### src/rtl/i2c_stall_pkg.sv
package i2c_stall_pkg;
  typedef enum logic [2:0] {
    ST_IDLE, ST_ADDR, ST_ADDR_ACK, ST_RX, ST_RX_ACK, ST_TX, ST_TX_ACK, ST_TX_WAIT
  } eng_state_e;

  localparam logic [1:0] REG_DATA = 2'd0;
  localparam logic [1:0] REG_OWN  = 2'd1;
  localparam logic [1:0] REG_CTRL = 2'd2;
  localparam logic [1:0] REG_STAT = 2'd3;

  localparam int CTRL_EN    = 0;
  localparam int CTRL_MATCH = 1;
  localparam int CTRL_TX    = 2;
  localparam int STAT_FLAG  = 0;
  localparam int STAT_NACK  = 1;
endpackage

### src/rtl/i2c_line_sync.sv
module i2c_line_sync #(
  parameter int STAGES = 2
) (
  input  logic clk_i,
  input  logic rst_ni,
  input  logic scl_i,
  input  logic sda_i,
  output logic scl_o,
  output logic sda_o,
  output logic scl_rise_o,
  output logic scl_fall_o,
  output logic start_o,
  output logic stop_o
);
  localparam int NLINES = 2;

  logic [NLINES-1:0] raw_s, sync_s, last_q;
  assign raw_s = {sda_i, scl_i};

  for (genvar g = 0; g < NLINES; g++) begin : g_line
    logic [STAGES-1:0] pipe_q;
    always_ff @(posedge clk_i or negedge rst_ni) begin
      if (!rst_ni) pipe_q <= '1;
      else         pipe_q <= {pipe_q[STAGES-2:0], raw_s[g]};
    end
    assign sync_s[g] = pipe_q[STAGES-1];
  end

  always_ff @(posedge clk_i or negedge rst_ni) begin
    if (!rst_ni) last_q <= '1;
    else         last_q <= sync_s;
  end

  assign scl_o      = sync_s[0];
  assign sda_o      = sync_s[1];
  assign scl_rise_o = sync_s[0] & ~last_q[0];
  assign scl_fall_o = ~sync_s[0] & last_q[0];
  // SDA edges only count as START/STOP while SCL stays high
  assign start_o    = sync_s[0] & last_q[0] & last_q[1] & ~sync_s[1];
  assign stop_o     = sync_s[0] & last_q[0] & ~last_q[1] & sync_s[1];
endmodule

### src/rtl/i2c_slv_engine.sv
module i2c_slv_engine
  import i2c_stall_pkg::*;
#(
  parameter int DW = 8
) (
  input  logic          clk_i,
  input  logic          rst_ni,
  input  logic          en_i,
  input  logic [DW-2:0] own_addr_i,
  input  logic          scl_s_i,
  input  logic          sda_s_i,
  input  logic          scl_rise_i,
  input  logic          scl_fall_i,
  input  logic          start_i,
  input  logic          stop_i,
  input  logic          data_rd_i,
  input  logic          data_wr_i,
  input  logic [DW-1:0] tx_byte_i,
  output logic          scl_hold_o,
  output logic          sda_oe_o,
  output logic          rx_valid_o,
  output logic [DW-1:0] rx_byte_o,
  output logic          flag_set_o,
  output logic          nack_set_o,
  output logic          matched_o,
  output logic          tx_mode_o
);
  localparam int CW = $clog2(DW + 1);
  localparam logic [CW-1:0] LAST_BIT = CW'(DW);

  eng_state_e    state_q;
  logic [CW-1:0] cnt_q;
  logic [DW-1:0] shreg_q;
  logic          hold_q, sda_oe_q, acked_q, tx_q, match_q;
  logic          rx_valid_q, flag_set_q, nack_set_q;
  logic          release_s;

  // bus stall ends on the data access that matches the transfer direction
  assign release_s = tx_q ? data_wr_i : data_rd_i;

  always_ff @(posedge clk_i or negedge rst_ni) begin
    if (!rst_ni) begin
      state_q    <= ST_IDLE;
      cnt_q      <= '0;
      shreg_q    <= '0;
      hold_q     <= 1'b0;
      sda_oe_q   <= 1'b0;
      acked_q    <= 1'b0;
      tx_q       <= 1'b0;
      match_q    <= 1'b0;
      rx_valid_q <= 1'b0;
      flag_set_q <= 1'b0;
      nack_set_q <= 1'b0;
    end else begin
      rx_valid_q <= 1'b0;
      flag_set_q <= 1'b0;
      nack_set_q <= 1'b0;
      if (!en_i || stop_i) begin
        state_q  <= ST_IDLE;
        hold_q   <= 1'b0;
        sda_oe_q <= 1'b0;
        match_q  <= 1'b0;
      end else if (start_i) begin
        state_q  <= ST_ADDR;
        cnt_q    <= '0;
        hold_q   <= 1'b0;
        sda_oe_q <= 1'b0;
        match_q  <= 1'b0;
      end else begin
        unique case (state_q)
          ST_IDLE: ;
          ST_ADDR: begin
            if (scl_rise_i) begin
              shreg_q <= {shreg_q[DW-2:0], sda_s_i};
              cnt_q   <= cnt_q + 1'b1;
            end else if (scl_fall_i && cnt_q == LAST_BIT) begin
              if (shreg_q[DW-1:1] == own_addr_i) begin
                match_q    <= 1'b1;
                tx_q       <= shreg_q[0];
                sda_oe_q   <= 1'b1;
                hold_q     <= 1'b1;
                rx_valid_q <= 1'b1;
                flag_set_q <= 1'b1;
                state_q    <= ST_ADDR_ACK;
              end else begin
                state_q <= ST_IDLE;
              end
            end
          end
          ST_ADDR_ACK, ST_RX_ACK: begin
            if (hold_q && release_s) hold_q <= 1'b0;
            if (scl_fall_i) begin
              cnt_q <= '0;
              if (state_q == ST_ADDR_ACK && tx_q) begin
                shreg_q  <= tx_byte_i;
                sda_oe_q <= ~tx_byte_i[DW-1];
                state_q  <= ST_TX;
              end else begin
                sda_oe_q <= 1'b0;
                state_q  <= ST_RX;
              end
            end
          end
          ST_RX: begin
            if (scl_rise_i) begin
              shreg_q <= {shreg_q[DW-2:0], sda_s_i};
              cnt_q   <= cnt_q + 1'b1;
            end else if (scl_fall_i && cnt_q == LAST_BIT) begin
              sda_oe_q   <= 1'b1;
              hold_q     <= 1'b1;
              rx_valid_q <= 1'b1;
              flag_set_q <= 1'b1;
              state_q    <= ST_RX_ACK;
            end
          end
          ST_TX: begin
            if (scl_rise_i) begin
              cnt_q <= cnt_q + 1'b1;
            end else if (scl_fall_i) begin
              if (cnt_q == LAST_BIT) begin
                sda_oe_q <= 1'b0;
                state_q  <= ST_TX_ACK;
              end else begin
                sda_oe_q <= ~shreg_q[DW-2];
                shreg_q  <= {shreg_q[DW-2:0], 1'b0};
              end
            end
          end
          ST_TX_ACK: begin
            if (scl_rise_i) begin
              acked_q <= ~sda_s_i;
            end else if (scl_fall_i) begin
              flag_set_q <= 1'b1;
              if (acked_q) begin
                hold_q  <= 1'b1;
                state_q <= ST_TX_WAIT;
              end else begin
                nack_set_q <= 1'b1;
                state_q    <= ST_IDLE;
              end
            end
          end
          ST_TX_WAIT: begin
            if (data_wr_i) begin
              hold_q   <= 1'b0;
              shreg_q  <= tx_byte_i;
              sda_oe_q <= ~tx_byte_i[DW-1];
              cnt_q    <= '0;
              state_q  <= ST_TX;
            end
          end
          default: state_q <= ST_IDLE;
        endcase
      end
    end
  end

  assign scl_hold_o = hold_q;
  assign sda_oe_o   = sda_oe_q;
  assign rx_valid_o = rx_valid_q;
  assign rx_byte_o  = shreg_q;
  assign flag_set_o = flag_set_q;
  assign nack_set_o = nack_set_q;
  assign matched_o  = match_q;
  assign tx_mode_o  = tx_q;

  assert_hold_release_R5: assert property (@(posedge clk_i) disable iff (!rst_ni)
    $fell(hold_q) |-> $past(data_rd_i || data_wr_i || stop_i || start_i || !en_i));

  assert_stop_idle_R9: assert property (@(posedge clk_i) disable iff (!rst_ni)
    stop_i |=> (state_q == ST_IDLE && !hold_q && !sda_oe_q && !match_q));

  assert_mismatch_quiet_R2: assert property (@(posedge clk_i) disable iff (!rst_ni)
    (en_i && !start_i && !stop_i && state_q == ST_ADDR && scl_fall_i &&
     cnt_q == LAST_BIT && shreg_q[DW-1:1] != own_addr_i)
    |=> (!hold_q && !sda_oe_q && !flag_set_q));

  assert_sda_scl_low_R4: assert property (@(posedge clk_i) disable iff (!rst_ni)
    (sda_oe_q != $past(sda_oe_q)) |-> (!$past(scl_s_i) || !$past(en_i)));
endmodule

### src/rtl/i2c_slv_regs.sv
module i2c_slv_regs
  import i2c_stall_pkg::*;
#(
  parameter int DW = 8
) (
  input  logic          clk_i,
  input  logic          rst_ni,
  input  logic [1:0]    reg_addr_i,
  input  logic          reg_wr_i,
  input  logic          reg_rd_i,
  input  logic [DW-1:0] reg_wdata_i,
  input  logic          rx_valid_i,
  input  logic [DW-1:0] rx_byte_i,
  input  logic          flag_set_i,
  input  logic          nack_set_i,
  input  logic          matched_i,
  input  logic          tx_mode_i,
  output logic [DW-1:0] reg_rdata_o,
  output logic [DW-2:0] own_addr_o,
  output logic          en_o,
  output logic          data_rd_o,
  output logic          data_wr_o,
  output logic [DW-1:0] tx_byte_o,
  output logic          irq_o
);
  logic [DW-1:0] data_q, own_q;
  logic          en_q, flag_q, nack_q;
  logic          wr_data, wr_own, wr_ctrl, wr_stat;

  assign wr_data = reg_wr_i && reg_addr_i == REG_DATA;
  assign wr_own  = reg_wr_i && reg_addr_i == REG_OWN;
  assign wr_ctrl = reg_wr_i && reg_addr_i == REG_CTRL;
  assign wr_stat = reg_wr_i && reg_addr_i == REG_STAT;

  always_ff @(posedge clk_i or negedge rst_ni) begin
    if (!rst_ni) begin
      data_q <= '0;
      own_q  <= '0;
      en_q   <= 1'b0;
      flag_q <= 1'b0;
      nack_q <= 1'b0;
    end else begin
      if (rx_valid_i)   data_q <= rx_byte_i;
      else if (wr_data) data_q <= reg_wdata_i;
      if (wr_own)  own_q <= reg_wdata_i;
      if (wr_ctrl) en_q  <= reg_wdata_i[CTRL_EN];
      // a new event outranks a simultaneous clear
      if (flag_set_i)   flag_q <= 1'b1;
      else if (wr_stat) flag_q <= 1'b0;
      if (nack_set_i)   nack_q <= 1'b1;
      else if (wr_stat) nack_q <= 1'b0;
    end
  end

  always_comb begin
    reg_rdata_o = '0;
    unique case (reg_addr_i)
      REG_DATA: reg_rdata_o = data_q;
      REG_OWN:  reg_rdata_o = own_q;
      REG_CTRL: begin
        reg_rdata_o[CTRL_EN]    = en_q;
        reg_rdata_o[CTRL_MATCH] = matched_i;
        reg_rdata_o[CTRL_TX]    = tx_mode_i;
      end
      REG_STAT: begin
        reg_rdata_o[STAT_FLAG] = flag_q;
        reg_rdata_o[STAT_NACK] = nack_q;
      end
      default: reg_rdata_o = '0;
    endcase
  end

  assign own_addr_o = own_q[DW-1:1];
  assign en_o       = en_q;
  assign data_rd_o  = reg_rd_i && reg_addr_i == REG_DATA;
  assign data_wr_o  = wr_data;
  assign tx_byte_o  = wr_data ? reg_wdata_i : data_q;
  assign irq_o      = flag_q;

  assert_set_wins_R8: assert property (@(posedge clk_i) disable iff (!rst_ni)
    flag_set_i |=> flag_q);

  assert_stat_clear_R8: assert property (@(posedge clk_i) disable iff (!rst_ni)
    (wr_stat && !flag_set_i && !nack_set_i) |=> (!flag_q && !nack_q));

  assert_own_kept_R2: assert property (@(posedge clk_i) disable iff (!rst_ni)
    !wr_own |=> $stable(own_q));
endmodule

### src/rtl/i2c_stall_target.sv
module i2c_stall_target #(
  parameter int DW          = 8,
  parameter int SYNC_STAGES = 2
) (
  input  logic       clk_i,
  input  logic       rst_ni,
  input  logic       scl_i,
  input  logic       sda_i,
  output logic       scl_oe_o,
  output logic       sda_oe_o,
  input  logic [1:0] reg_addr_i,
  input  logic       reg_wr_i,
  input  logic       reg_rd_i,
  input  logic [7:0] reg_wdata_i,
  output logic [7:0] reg_rdata_o,
  output logic       irq_o
);
  logic          scl_s, sda_s, scl_rise, scl_fall, start_ev, stop_ev;
  logic          en, data_rd, data_wr, rx_valid, flag_set, nack_set, matched, tx_mode;
  logic [DW-2:0] own_addr;
  logic [DW-1:0] tx_byte, rx_byte, rdata;

  i2c_line_sync #(.STAGES(SYNC_STAGES)) u_sync (
    .clk_i, .rst_ni, .scl_i, .sda_i,
    .scl_o(scl_s), .sda_o(sda_s), .scl_rise_o(scl_rise), .scl_fall_o(scl_fall),
    .start_o(start_ev), .stop_o(stop_ev)
  );

  i2c_slv_engine #(.DW(DW)) u_engine (
    .clk_i, .rst_ni, .en_i(en), .own_addr_i(own_addr),
    .scl_s_i(scl_s), .sda_s_i(sda_s), .scl_rise_i(scl_rise), .scl_fall_i(scl_fall),
    .start_i(start_ev), .stop_i(stop_ev), .data_rd_i(data_rd), .data_wr_i(data_wr),
    .tx_byte_i(tx_byte), .scl_hold_o(scl_oe_o), .sda_oe_o(sda_oe_o),
    .rx_valid_o(rx_valid), .rx_byte_o(rx_byte), .flag_set_o(flag_set),
    .nack_set_o(nack_set), .matched_o(matched), .tx_mode_o(tx_mode)
  );

  i2c_slv_regs #(.DW(DW)) u_regs (
    .clk_i, .rst_ni, .reg_addr_i, .reg_wr_i, .reg_rd_i,
    .reg_wdata_i(reg_wdata_i[DW-1:0]),
    .rx_valid_i(rx_valid), .rx_byte_i(rx_byte), .flag_set_i(flag_set),
    .nack_set_i(nack_set), .matched_i(matched), .tx_mode_i(tx_mode),
    .reg_rdata_o(rdata), .own_addr_o(own_addr), .en_o(en),
    .data_rd_o(data_rd), .data_wr_o(data_wr), .tx_byte_o(tx_byte), .irq_o
  );

  assign reg_rdata_o = 8'(rdata);
endmodule

### config.mk
export PLATFORM = sky130hd
export DESIGN_NAME = i2c_stall_target
export DESIGN_NICKNAME = d
export VERILOG_FILES = /design/src/rtl/i2c_stall_pkg.sv /design/src/rtl/i2c_line_sync.sv /design/src/rtl/i2c_slv_engine.sv /design/src/rtl/i2c_slv_regs.sv /design/src/rtl/i2c_stall_target.sv
export SDC_FILE = /design/constraint.sdc
export NUM_CORES = 1
export LEC_CHECK = 0
export BUFFER_PORTS_ARGS = -buffer_cell sky130_fd_sc_hd__buf_4
export CELL_PAD_IN_SITES_DETAIL_PLACEMENT = 1
export CELL_PAD_IN_SITES_GLOBAL_PLACEMENT = 2
export CORE_AREA = 2 2 89 91
export DETAILED_ROUTE_END_ITERATION = 6
export DIE_AREA = 0 0 91 93
export PLACE_DENSITY = 0.75
export SLEW_MARGIN = 40
export SYNTH_ARGS = -nofsm -noshare
export SYNTH_HDL_FRONTEND = slang
export SYNTH_SLANG_ARGS = --single-unit
### constraint.sdc
create_clock -name clk_i -period 2.9 [get_ports clk_i]
set_clock_uncertainty 0.2 [all_clocks]
set_input_delay 0.29 -clock clk_i [delete_from_list [all_inputs] [get_ports clk_i]]
set_output_delay 0.29 -clock clk_i [all_outputs]
set_load 0.05 [all_outputs]
==> results of run 1 <==
metrics by stage:
stage	instances	hold slack [ps]	utilization [%]	power [uW]	setup WS, ps
2_1_floorplan	268	-206	-	1290	430
3_3_place_gp	390	156	41.6	1470	412
3_5_place_dp	390	151	41.6	1480	401
4_1_cts	401	13.9	43.6	2010	402
5_1_grt	401	16.5	43.6	2100	239
6_report	401	25.8	43.6	1980	407
cell families after synthesis:
kind of cell / share of synthesized area [%]
AND/OR/NAND/NOR: 17.1
AO/OA/AOI/OAI: 13.0
multiplexers: 20.2
flip-flops: 42.8
buffers and inverters: 3.54
XOR/XNOR: 2.48
adder cells (fa/ha/maj): 0.886
metal layers:
layer | track usage [%] | vias to the layer above | part of all wire (%)
met2 | 29.8 | 38 | 47
met3 | 3.14 | 12 | 2.9
met1 | 23.6 | 1077 | 48
li1 | - | 1040 | -
met4 | 6.69 | 0 | 2.3
met5 | 0 | - | 0
cell usage after synthesis (4+ instances only):
cell / n
sky130_fd_sc_hd__inv_1: 6
sky130_fd_sc_hd__nand3b_1: 5
sky130_fd_sc_hd__a31oi_1: 5
sky130_fd_sc_hd__nor3_1: 7
sky130_fd_sc_hd__mux2_2: 36
sky130_fd_sc_hd__o21ai_0: 12
sky130_fd_sc_hd__dfrtp_1: 42
sky130_fd_sc_hd__a21oi_1: 11
sky130_fd_sc_hd__clkbuf_1: 5
sky130_fd_sc_hd__nand2_1: 19
sky130_fd_sc_hd__xnor2_1: 5
sky130_fd_sc_hd__dfstp_2: 6
sky130_fd_sc_hd__buf_2: 5
sky130_fd_sc_hd__nor2b_1: 4
sky130_fd_sc_hd__a21o_1: 4
sky130_fd_sc_hd__mux2i_1: 12
sky130_fd_sc_hd__nor2_1: 20
sky130_fd_sc_hd__nand3_1: 4
where the power goes:
group / total (uW) / switching, uW / internal (uW) / leakage, uW
Sequential: 905 / 119 / 786 / 0.000601
Clock: 520 / 238 / 282 / 0.0000614
Combinational: 555 / 288 / 268 / 0.000734
Total: 1980 / 644 / 1340 / 0.00140
cell type report:
class	instances	area, um2	area share, %
clock buffers	6	82.6	2.52
clock inverters	2	38.8	1.18
inverters	6	22.5	0.686
multi-input cells	200	1520	46.2
flip-flops and latches	48	1210	36.8
well taps	102	128	3.89
repair buffers	37	285	8.69
critical path, stage by stage (launching register included):
cell                      delay (ps)
sky130_fd_sc_hd__dfrtp_1         710
sky130_fd_sc_hd__nor2b_4         350
sky130_fd_sc_hd__nand2_1         100
sky130_fd_sc_hd__a41oi_1         220
sky130_fd_sc_hd__o21ai_1         230
sky130_fd_sc_hd__or4b_1          530
sky130_fd_sc_hd__nand2_1          80
sequential cells by signal (all words and copies together) (netlist names):
| register | count |
|---|---|
| u_engine.matched_o | 1 |
| u_engine.acked_q | 1 |
| u_sync.last_q | 2 |
| u_regs.own_q | 8 |
| u_engine.flag_set_o | 1 |
| u_engine.sda_oe_o | 1 |
| u_regs.en_o | 1 |
| u_engine.tx_mode_o | 1 |
| u_engine.state_q | 3 |
| u_regs.irq_o | 1 |
| u_engine.rx_byte_o | 8 |
| u_engine.cnt_q | 4 |
| u_engine.nack_set_o | 1 |
| u_engine.rx_valid_o | 1 |
| u_sync.g_line.pipe_q | 4 |
| u_regs.data_q | 8 |
| u_regs.nack_q | 1 |
| u_engine.scl_hold_o | 1 |
final timing paths:
path / to / slack [ps] / depth (start not counted)
max: u_engine.cnt_q[2] / 410 / 6
min: u_regs.own_q[5] / 30 / 2
max reg2reg: u_engine.cnt_q[2] / 410 / 6
min reg2reg: u_sync.g_line[0].pipe_q[1] / 170 / 0
max in group asynchronous: u_engine.cnt_q[1] / 1730 / 2
min in group asynchronous: u_engine.state_q[0] / 330 / 2
==> metrics, run 1 <==
result of the run finished, final reports clean; number of nets in the layout ~320; post-route design area approximately 3300 um2; commonest non-fill, non-tap cell in the layout sky130_fd_sc_hd__dfrtp_1; number of standard-cell rows in the floorplan 32; routability-driven placement congestion ratio roughly 0.89; register clock-pin slew on the reported worst setup and hold paths 100 ps; remaining max-slew budget at the tightest pin 50.5%; Die Y-Extent 93 um; flip-flop cell with the highest count after synthesis sky130_fd_sc_hd__dfrtp_1; starting density of the core 37.5%; port bufs 26; overall routed net length roughly 7000 um; maximum number of pins on one net before global-route repair 49; post-DP HPWL 5180 um; Yosys top cell area share roughly 37%; Post-Syn Area per Cell ~11 um2; buffer type at the clock tree root sky130_fd_sc_hd__clkbuf_8; # hold bufs at CTS 3; post-synthesis cell type with the largest combined area sky130_fd_sc_hd__dfrtp_1; first-pass GRT wire length about 12,000 um; DRT iter0 DRCs 110; synthesized cell area approximately 2800 um2; TritonCTS clock tree yes; count of cell types in the netlist 58; setup repair after global routing missed its margin no; worst-case vdd ir drop 0.322 mV; synthesized netlist net count 286; number of warning messages in the yosys log 0; via count of the first global-routing pass roughly 2,300; hold path start reg_wdata_i[5]; crit end category flop; area enclosed by the die boundary ~8500 um2; Clock Latency Late Sink roughly 310 ps; pwr dens 603 nW/um2; EDFF count, synth 0; startpoint of the worst register-to-register path u_engine.state_q[0]; number of inserted filler cells in the final layout slightly below 900; critical path start-end classification flop to flop; WP data arrival about 2500 ps; aggregate global routing overflow 0; number of antenna violations at the first check in global routing 0; Hold Violations, Final 0; Layout Area Growth over Synthesis 16.2%; level count of the clock H-tree 2; Max Root-Sink Buffers 2; placed cell areas 3130 um2; CTS buffer count 5; drt wl/cell approximately 18 um; aggregate negative setup slack 0 ps; slew at the pin with the worst max-slew slack approximately 740 ps; number of failing setup endpoints in the final timing report 0; number of I/O pins 27; Max Slew Vio Count 0; crit share post-route between 80% and 90%; leading post-synthesis cells by cell area sky130_fd_sc_hd__dfrtp_1 37%, sky130_fd_sc_hd__mux2_2 14%, sky130_fd_sc_hd__dfstp_2 5.6%, sky130_fd_sc_hd__mux2i_1 4.3%, sky130_fd_sc_hd__nor2_1 2.7%; synthesized flop and latch total 48; remaining design rule violation count 0; top library cells by usage in the layout, fill and taps aside 42 x sky130_fd_sc_hd__dfrtp_1, 36 x sky130_fd_sc_hd__mux2_2, 34 x sky130_fd_sc_hd__buf_4; total global routing track utilization 17.9%; type of the worst min-delay path primary input to flop; maximum fanout along the worst path 19; CTS sink cnt 48; Diodes inserted 0; via-per-instance ratio around 5.4; number of gates given a new drive strength after cts 0; fraction of final layout cells with drive strength greater than 1 between 30% and 40%; source of the critical timing path u_engine.state_q[0]; number of nets with antenna violations after routing 0; count of TritonRoute iterations in the first routing pass 4; Max-Cap Viols 0; element type at the critical path start flop; final critical path time including I/O delays and setup around 2500 ps; share of synthesized flip-flops with an asynchronous set or reset 100%; leakage power total between 0.001 and 0.0015 uW; total vias in the final route roughly 2,200; register area share after synthesis a little over two fifths; gate count of the mapped netlist 268; area of the core region 7530 um2; maximum clock rate around 0.40 GHz; post-CTS setup buffers 0; chip width 91 um; CP required roughly 2900 ps
(Power assumes the default switching activity.)
==> run 2: changes to the inputs <==
Settings changed: CORE_AREA 2 2 89 91 to 2 2 86 88, DIE_AREA 0 0 91 93 to 0 0 88 90, HOLD_SLACK_MARGIN from default to 0.1, PLACE_DENSITY 0.75 to 0.8.
Clock period 2.9 ns to 3.12 ns, I/O delays scaled along.
==> run 2 against run 1 <==
Compared with the run above: non-clock buffer count grew 7; via count grew 4.2%; combinational power decreased by 4.0%; register-to-register slack gained 230 ps; die area shrank 6.4%; sequential power decreased by 6.7%; worst hold slack improved by 130 ps; global-route usage up 2.1 points; worst setup slack gained 230 ps; count of clock-buffer cells in the layout shrank 1; final cell count increased by 1.0%.
==> metrics, run 2 (synthesis gave the netlist of run 1 again) <==
number of failing setup endpoints in the final timing report 0; CTS buffer count 5; type of the worst min-delay path flop to flop; number of standard-cell rows in the floorplan 31; port bufs 26; post-CTS setup buffers 0; area enclosed by the die boundary around 7900 um2; Diodes inserted 0; DRT iter0 DRCs 90; internal power ~1200 uW; WP data arrival ~2500 ps; number of nets in the layout about 320; maximum clock rate slightly above 0.4 GHz; worst-case setup slack after placement between 600 and 700 ps; critical path start-end classification flop to flop; post-route worst setup slack roughly 640 ps; slew at the pin with the worst max-slew slack about 630 ps; Final Util 47.6%; max incr delay on CP about 600 ps; via-per-instance ratio roughly 5.6; aggregate negative setup slack 0 ps; final critical path time including I/O delays and setup between 2000 and 2500 ps; level count of the clock H-tree 2; overall routed net length 7400 um; crit share post-route approximately four fifths; buffer type at the clock tree root sky130_fd_sc_hd__clkbuf_8; chip width ~90 um; count of TritonRoute iterations in the first routing pass 4; number of inserted filler cells in the final layout between 700 and 800; net switching component of the power 623 uW; Hold Violations, Final 0; Max-Cap Viols 0; top library cells by usage in the layout, fill and taps aside 42 x sky130_fd_sc_hd__dfrtp_1, 36 x sky130_fd_sc_hd__mux2_2, 33 x sky130_fd_sc_hd__buf_4; share of power burned in registers between 40% and 50%; final worst hold slack about 150 ps; number of buffer and inverter stages on the critical path 1; family with the most delay on the worst path compound AO/OA/AOI/OAI gates; area of the core region between 7000 and 8000 um2; number of antenna violations at the first check in global routing 0; post-route non-filler standard cell count 405; Layout Area Growth over Synthesis 18.4%; register clock-pin slew on the reported worst setup and hold paths roughly 100 ps; total vias in the final route 2,259; number of gates given a new drive strength after cts 0; clock network fraction of design power around a quarter; number of I/O pins 27; routability-driven placement congestion ratio 0.809; aggregate global routing overflow 0; share of total power consumed by net switching between 30 and 40%; starting density of the core between 40% and 50%; leakage power total about 0.0014 uW; Max Root-Sink Buffers 2; worst-case vdd ir drop roughly 0.23 mV; Clock Latency Late Sink 310 ps; number of nets with antenna violations after routing 0; pwr dens between 500 and 600 nW/um2; Slowest cell on crit path sky130_fd_sc_hd__dfrtp_1; remaining design rule violation count 0; drt wl/cell between 15 and 20 um; first-pass GRT wire length 12,300 um; commonest non-fill, non-tap cell in the layout sky130_fd_sc_hd__dfrtp_1; Placed Cells roughly 390; remaining max-slew budget at the tightest pin around three fifths; TritonCTS clock tree yes; post-DP HPWL just over 5000 um; setup repair after global routing missed its margin no; maximum number of pins on one net before global-route repair about 50; cell chain of the critical path buf_4 > nand2b_1 > o32a_1 > o22a_1 > and3_4 > mux2_2; Max Slew Vio Count 0; fraction of final layout cells with drive strength greater than 1 29.7%; crit end category flop; via count of the first global-routing pass 2,380; CP required around 3100 ps; maximum fanout along the worst path 18; element type at the critical path start flop; part of the total power dissipated in combinational logic roughly 29%; CTS sink cnt 48; Die Y-Extent around 90 um; total global routing track utilization 20.0%; result of the run finished, final reports clean
run 2: cell count changes in the layout (fill, tap and decap cells not counted):
| cell | delta |
|---|---|
| sky130_fd_sc_hd__clkbuf_8 | -1 |
| sky130_fd_sc_hd__inv_6 | +1 |
| sky130_fd_sc_hd__dlygate4sd3_1 | +8 |
| sky130_fd_sc_hd__clkinv_4 | -1 |
| sky130_fd_sc_hd__buf_4 | -1 |
| sky130_fd_sc_hd__clkinvlp_4 | +1 |
run 2: final cells by class:
type / count / area [um2] / share of cell area, %
multi-input combinational: 200 / 1520 / 45.3
tap: 99 / 124 / 3.70
sequential: 48 / 1210 / 36.1
clock inverter: 3 / 46.3 / 1.38
timing repair buffer: 44 / 358 / 10.7
inverter: 6 / 22.5 / 0.673
clock buffer: 5 / 68.8 / 2.06
run 2: timing repair:
action / 4_1_cts / 5_1_grt
endpoints found under the hold margin: 53 / 0
hold buffers: 11 / 0
endpoints found under the setup margin: 0 / 0
run 2: power by group through the flow:
| stage | sequential (uW) | combinational (uW) | clock, uW |
|---|---|---|---|
| floorplan | 817 | 385 | 0 |
| global placement | 850 | 510 | 0 |
| detailed placement | 855 | 523 | 0 |
| CTS | 844 | 539 | 493 |
| global route | 861 | 583 | 518 |
| finish | 844 | 533 | 473 |
run 2: path summary, 6_finish.rpt:
kind / start / end / slack (ps) / cells after the start
setup / recovery: u_engine.state_q[2] / u_engine.state_q[2] / 640 / 6
hold / removal: u_sync.g_line[0].pipe_q[0] / u_sync.g_line[0].pipe_q[1] / 150 / 0
setup reg to reg: u_engine.state_q[2] / u_engine.state_q[2] / 640 / 6
hold reg to reg: u_sync.g_line[0].pipe_q[0] / u_sync.g_line[0].pipe_q[1] / 150 / 0
max in group asynchronous: rst_ni / u_engine.rx_byte_o[3] / 1940 / 2
min in group asynchronous: rst_ni / u_engine.state_q[2] / 360 / 2
run 2: metal layers:
layer	wire length, um	vias up	track usage (%)	share of wire (%)
li1	-	1057	-	-
met1	3550	1159	26.9	48
met2	3520	30	32.4	48
met3	146	13	2.94	2.0
met4	174	0	7.05	2.4
met5	0	-	0	0
run 2: through the flow:
stage	power, uW	area, um2
6_report	1850	3340
3_5_place_dp	1380	3120
4_1_cts	1880	3340
3_3_place_gp	1360	3120
2_1_floorplan	1200	2830
5_1_grt	1960	3340
